## config.mk

```make
export PLATFORM = sky130hd
export DESIGN_NAME = spi_irq_bank
export DESIGN_NICKNAME = d
export VERILOG_FILES = /design/src/rtl/spi_irq_pkg.sv /design/src/rtl/spi_irq_decode.sv /design/src/rtl/spi_irq_status.sv /design/src/rtl/spi_irq_mask.sv /design/src/rtl/spi_irq_bank.sv
export SDC_FILE = /design/constraint.sdc
export NUM_CORES = 1
export LEC_CHECK = 0
export ABC_AREA = 1
export CORE_MARGIN = 2
export CORE_UTILIZATION = 39
export DETAILED_ROUTE_END_ITERATION = 10
export GPL_TIMING_DRIVEN = 0
export PLACE_DENSITY_LB_ADDON = 0.05
export RECOVER_POWER = 25
export SLEW_MARGIN = 20
export SYNTH_ARGS = -nofsm -noshare
export SYNTH_HDL_FRONTEND = slang
export SYNTH_SLANG_ARGS = --single-unit
```

## constraint.sdc

```tcl
create_clock -name clk -period 1.75 [get_ports clk]
set_clock_uncertainty 0.1 [all_clocks]
set_input_delay 0.2625 -clock clk [delete_from_list [all_inputs] [get_ports clk]]
set_output_delay 0.2625 -clock clk [all_outputs]
set_load 0.02 [all_outputs]
```

## src/rtl/spi_irq_pkg.sv

```systemverilog
package spi_irq_pkg;

  // one-hot register selection produced by the address decoder
  typedef struct packed {
    logic stat;   // event record, write-one-to-clear
    logic set;    // mask set port, write-only
    logic clr;    // mask clear port, write-only
    logic msk;    // mask readback, read-only
  } irq_sel_t;

endpackage

```

## src/rtl/spi_irq_decode.sv

```systemverilog
module spi_irq_decode
  import spi_irq_pkg::*;
#(
  parameter int ADDR_W   = 6,
  parameter int OFF_STAT = 'h04,
  parameter int OFF_SET  = 'h08,
  parameter int OFF_CLR  = 'h0C,
  parameter int OFF_MSK  = 'h10
) (
  input  logic [ADDR_W-1:0] addr_i,
  output irq_sel_t          sel_o
);

  always_comb begin
    sel_o      = '0;
    sel_o.stat = (addr_i == ADDR_W'(OFF_STAT));
    sel_o.set  = (addr_i == ADDR_W'(OFF_SET));
    sel_o.clr  = (addr_i == ADDR_W'(OFF_CLR));
    sel_o.msk  = (addr_i == ADDR_W'(OFF_MSK));
  end

endmodule

```

## src/rtl/spi_irq_status.sv

```systemverilog
module spi_irq_status #(
  parameter int N_SRC = 7
) (
  input  logic             clk,
  input  logic             rst,
  input  logic [N_SRC-1:0] evt_i,
  input  logic             ack_we_i,
  input  logic [N_SRC-1:0] ack_bits_i,
  output logic [N_SRC-1:0] status_o
);

  // each bit: an event wins over an acknowledge in the same cycle
  for (genvar i = 0; i < N_SRC; i++) begin : g_bit
    always_ff @(posedge clk) begin
      if (rst)
        status_o[i] <= 1'b0;
      else if (evt_i[i])
        status_o[i] <= 1'b1;
      else if (ack_we_i && ack_bits_i[i])
        status_o[i] <= 1'b0;
    end
  end

endmodule

```

## src/rtl/spi_irq_mask.sv

```systemverilog
module spi_irq_mask #(
  parameter int N_SRC = 7
) (
  input  logic             clk,
  input  logic             rst,
  input  logic             set_we_i,
  input  logic             clr_we_i,
  input  logic [N_SRC-1:0] bits_i,
  output logic [N_SRC-1:0] mask_o
);

  always_ff @(posedge clk) begin
    if (rst)
      mask_o <= '0;
    else if (set_we_i)
      mask_o <= mask_o | bits_i;
    else if (clr_we_i)
      mask_o <= mask_o & ~bits_i;
  end

endmodule

```

## src/rtl/spi_irq_bank.sv

```systemverilog
module spi_irq_bank
  import spi_irq_pkg::*;
#(
  parameter int N_SRC    = 7,
  parameter int ADDR_W   = 6,
  parameter int DATA_W   = 32,
  parameter int OFF_STAT = 'h04,
  parameter int OFF_SET  = 'h08,
  parameter int OFF_CLR  = 'h0C,
  parameter int OFF_MSK  = 'h10
) (
  input  logic              clk,
  input  logic              rst,
  input  logic              wr_en_i,
  input  logic              rd_en_i,
  input  logic [ADDR_W-1:0] addr_i,
  input  logic [DATA_W-1:0] wdata_i,
  input  logic [N_SRC-1:0]  evt_i,
  output logic [DATA_W-1:0] rdata_o,
  output logic              irq_o
);

  localparam int PAD_W = DATA_W - N_SRC;

  irq_sel_t         sel;
  logic [N_SRC-1:0] status_q;
  logic [N_SRC-1:0] mask_q;
  logic [N_SRC-1:0] rd_val;

  spi_irq_decode #(
    .ADDR_W(ADDR_W), .OFF_STAT(OFF_STAT), .OFF_SET(OFF_SET),
    .OFF_CLR(OFF_CLR), .OFF_MSK(OFF_MSK)
  ) u_dec (
    .addr_i(addr_i),
    .sel_o (sel)
  );

  spi_irq_status #(.N_SRC(N_SRC)) u_stat (
    .clk       (clk),
    .rst       (rst),
    .evt_i     (evt_i),
    .ack_we_i  (wr_en_i && sel.stat),
    .ack_bits_i(wdata_i[N_SRC-1:0]),
    .status_o  (status_q)
  );

  spi_irq_mask #(.N_SRC(N_SRC)) u_msk (
    .clk     (clk),
    .rst     (rst),
    .set_we_i(wr_en_i && sel.set),
    .clr_we_i(wr_en_i && sel.clr),
    .bits_i  (wdata_i[N_SRC-1:0]),
    .mask_o  (mask_q)
  );

  // write-only ports and unused addresses read as zero
  always_comb begin
    rd_val = '0;
    if (sel.stat) rd_val = status_q;
    if (sel.msk)  rd_val = mask_q;
  end

  always_ff @(posedge clk) begin
    if (rst) begin
      rdata_o <= '0;
      irq_o   <= 1'b0;
    end else begin
      if (rd_en_i) rdata_o <= {{PAD_W{1'b0}}, rd_val};
      irq_o <= |(status_q & mask_q);
    end
  end

endmodule

```

==> summary by stage <==
Floorplan
The die covers 3710 um2. In this run the standard cell core region covers 3080 um2. In this run the core area contains 20 standard-cell rows. The initial standard-cell utilization of the core is 41.1%. The die is 60.9 um wide. The height of the chip is 60.9 um. The number of ports placed on the die boundary is 82.

Drt
The total DRC errors in the routed layout is 0. After the first detailed-routing iteration, the DRC count stood at 28. Using the TritonRoute via totals, the vias-per-cell ratio works out to 4.20. After detailed routing, the average wire length per cell comes to 9.44 um. The number of nets with antenna violations after routing is 0. For this block, the routed nets add up to 2650 um of wire. The final route contains 1,180 vias. The iteration count of the initial detailed-routing pass is 4.

Layout
After routing the design area is 1740 um2. The ratio of cells with drive above 1 in the final layout is 18.6%. In the layout the commonest cells are nand2_1, clkdlybuf4s50_1, buf_4, conb_1, dfxtp_1.

The layout-stage area growth over the synthesis result is 37.5%. The antenna diode instance count is 0. The non-filler instance count after layout is 281. The number of nets at the end of the flow is 287. Leaving out fill and tap cells, the most frequent cell in the layout is nand2_1. The fill cell instance count of the final layout is 332.

Clock tree
The CTS tree is built. The clock net sink count is 22. Clock-pin slew was measured on the worst setup and hold paths at 0.12 ns. The clock latency reported for the late side of the worst-skew pair is 0.30 ns. After clock tree synthesis, the setup repair step added 0 buffers. Once the clock tree was built, the resizer swapped 0 gates to a different size. The H-tree depth reported by CTS is 1.

The buffer levels on the longest clock path is 2. The number of buffers inserted by hold repair at cts is 0. The total clock buffers created by CTS is 3. The tree is rooted in a clkbuf_4.

Hold path
The path type of the worst min-delay path is input port to flip-flop. Along the worst hold path, the cell count comes to 4.

Critical path
The buffer and inverter count on the worst path is 1. The worst setup path is launched from a flip-flop. The data required time of the critical path is 1.39 ns. The worst setup path is captured at an output pin. The critical path in this run is classified as flip-flop to output pin. The signal on the critical path passes through clkdlybuf4s50_1.

The largest fanout on the critical path is 2. The standard cell with the maximum stage delay on the critical path is clkdlybuf4s50_1. In this run the number of cells on the critical path is 1.

The family of cells with the greatest summed delay on the critical path is buffers and inverters. Data arrives at the worst endpoint at 1.26 ns. The stage delay of the slowest cell on the critical path is 0.61 ns. The count of cells along the worst register-to-register path is 3.

Power and ir drop
The worst-case IR drop observed on VDD is 256 uV. The design draws 0.00106 W. The power density over cell area is 609 nW/um2. In this run the static leakage power is 0.817 nW.

Timing
The post-route worst hold slack is 0.265 ns. The shortest period the worst path allows is 1.62 ns. Setup violations remaining at the end of the flow were counted as 0.

Setup repair after global routing left no endpoint under its margin. The final hold violation count is 0. The upper clock frequency limit is 616 MHz. The minimum setup slack in the final design is 0.126 ns. The final worst-path cycle share is 92.8%. The number of pins exceeding their max-slew limit in the final report is 0.

Job
The tool flagged a number of max-cap violations equal to 0.

Placed design
The count of buffers added on input and output ports is 30. The half-perimeter wire length after placement is 2220 um. The instance area after placement is 1710 um2. The congestion estimate from routability-driven global placement came to 0.810.

Before CTS, the worst setup slack after placement is -0.0663 ns. Counting tap cells, the placed design contains a total of 277 instances.

GRT
The initial antenna violation count is 0. The residual overflow from global routing is 0. The number of global-route vias before repair is 1,102.

The maximum number of pins on one net before global-route repair is 13. The overall global routing resource usage is 15.4%. The first global-routing pass estimated 4350 um of wire.

Synth
The synthesis warning total is 0. The post-synthesis sequential element count is 22. Synthesis produced a netlist whose cell count is 179. The post-synthesis sequential area ratio is 34.9%. The average cell area after synthesis is 7.06 um2.

The number of distinct library cells after synthesis is 18. After synthesis the cells add up to 1260 um2.

Run status
The flow ran to the end, and the final reports show no timing, DRC or antenna violations.
## path summary, 6_finish.rpt
kind,start,end,slack (ns)
worst max-delay path,rdata_o[1],rdata_o[1],0.13
worst min-delay path,wr_en_i,u_stat.status_o[1],0.27
worst max register to register,flip-flop,irq_o,0.76
worst min register to register,flip-flop,flip-flop,0.39
## cells by family (layout without fill, tap and decap cells)
| logic type | after synthesis | in the layout | share of synthesized area, % |
|---|---|---|---|
| other | 1 | 25 | 0.297 |
| DFF | 22 | 22 | 34.9 |
| buffers and inverters | 48 | 82 | 23.0 |
| and+or+nand+nor | 90 | 90 | 34.2 |
| AOI/OAI and AO/OA | 18 | 18 | 7.72 |
## report_power, final
| group | switching, W | internal [W] |
|---|---|---|
| sequential | 0.0000158 | 0.000521 |
| combinational | 0.000131 | 0.000118 |
| clock | 0.000147 | 0.000127 |
## stage by stage
step | utilization (%) | setup TNS [ns]
after floorplan | - | 0
after global placement | 55.5 | -0.124
after detailed placement | 55.5 | -0.195
after CTS | 56.7 | 0
after global routing | 56.5 | 0
final | 56.5 | 0
## routing by layer
metal / routed length, um / vias up / GRT usage [%]
li1: - / 636 / -
met1: 1160 / 492 / 17.6
met2: 1300 / 48 / 27.2
met3: 164 / 4 / 2.56
met4: 37 / 0 / 8.07
met5: 0 / - / 0
## area by class of cell
class | count | area (um2) | share of cell area [%]
multi-input cells | 133 | 616 | 35.4
flip-flops and latches | 22 | 440 | 25.3
repair buffers | 30 | 300 | 17.3
plain buffers | 31 | 226 | 13.0
inverters | 17 | 63.8 | 3.67
well taps | 44 | 55.1 | 3.17
clock buffers | 4 | 36.3 | 2.09
## synthesized netlist by cell type
cell      instances  area share (%)
nand2_1          33             9.8
buf_4            25              15
dfxtp_1          22              35
nand3_1          21             8.3
nor2_1           17             5.0
a21oi_1          16             6.3
inv_1            16             4.8
nand2_2           7             3.5
nand4_1           7             3.5
clkbuf_1          3            0.89
nor2_4            3             2.7
a22o_1            2             1.4
buf_6             2             1.8
buf_2             1            0.40
conb_1            1            0.30
inv_2             1            0.30
nand2_4           1            0.89
nor2_2            1            0.50
(Power assumes the default switching activity.)
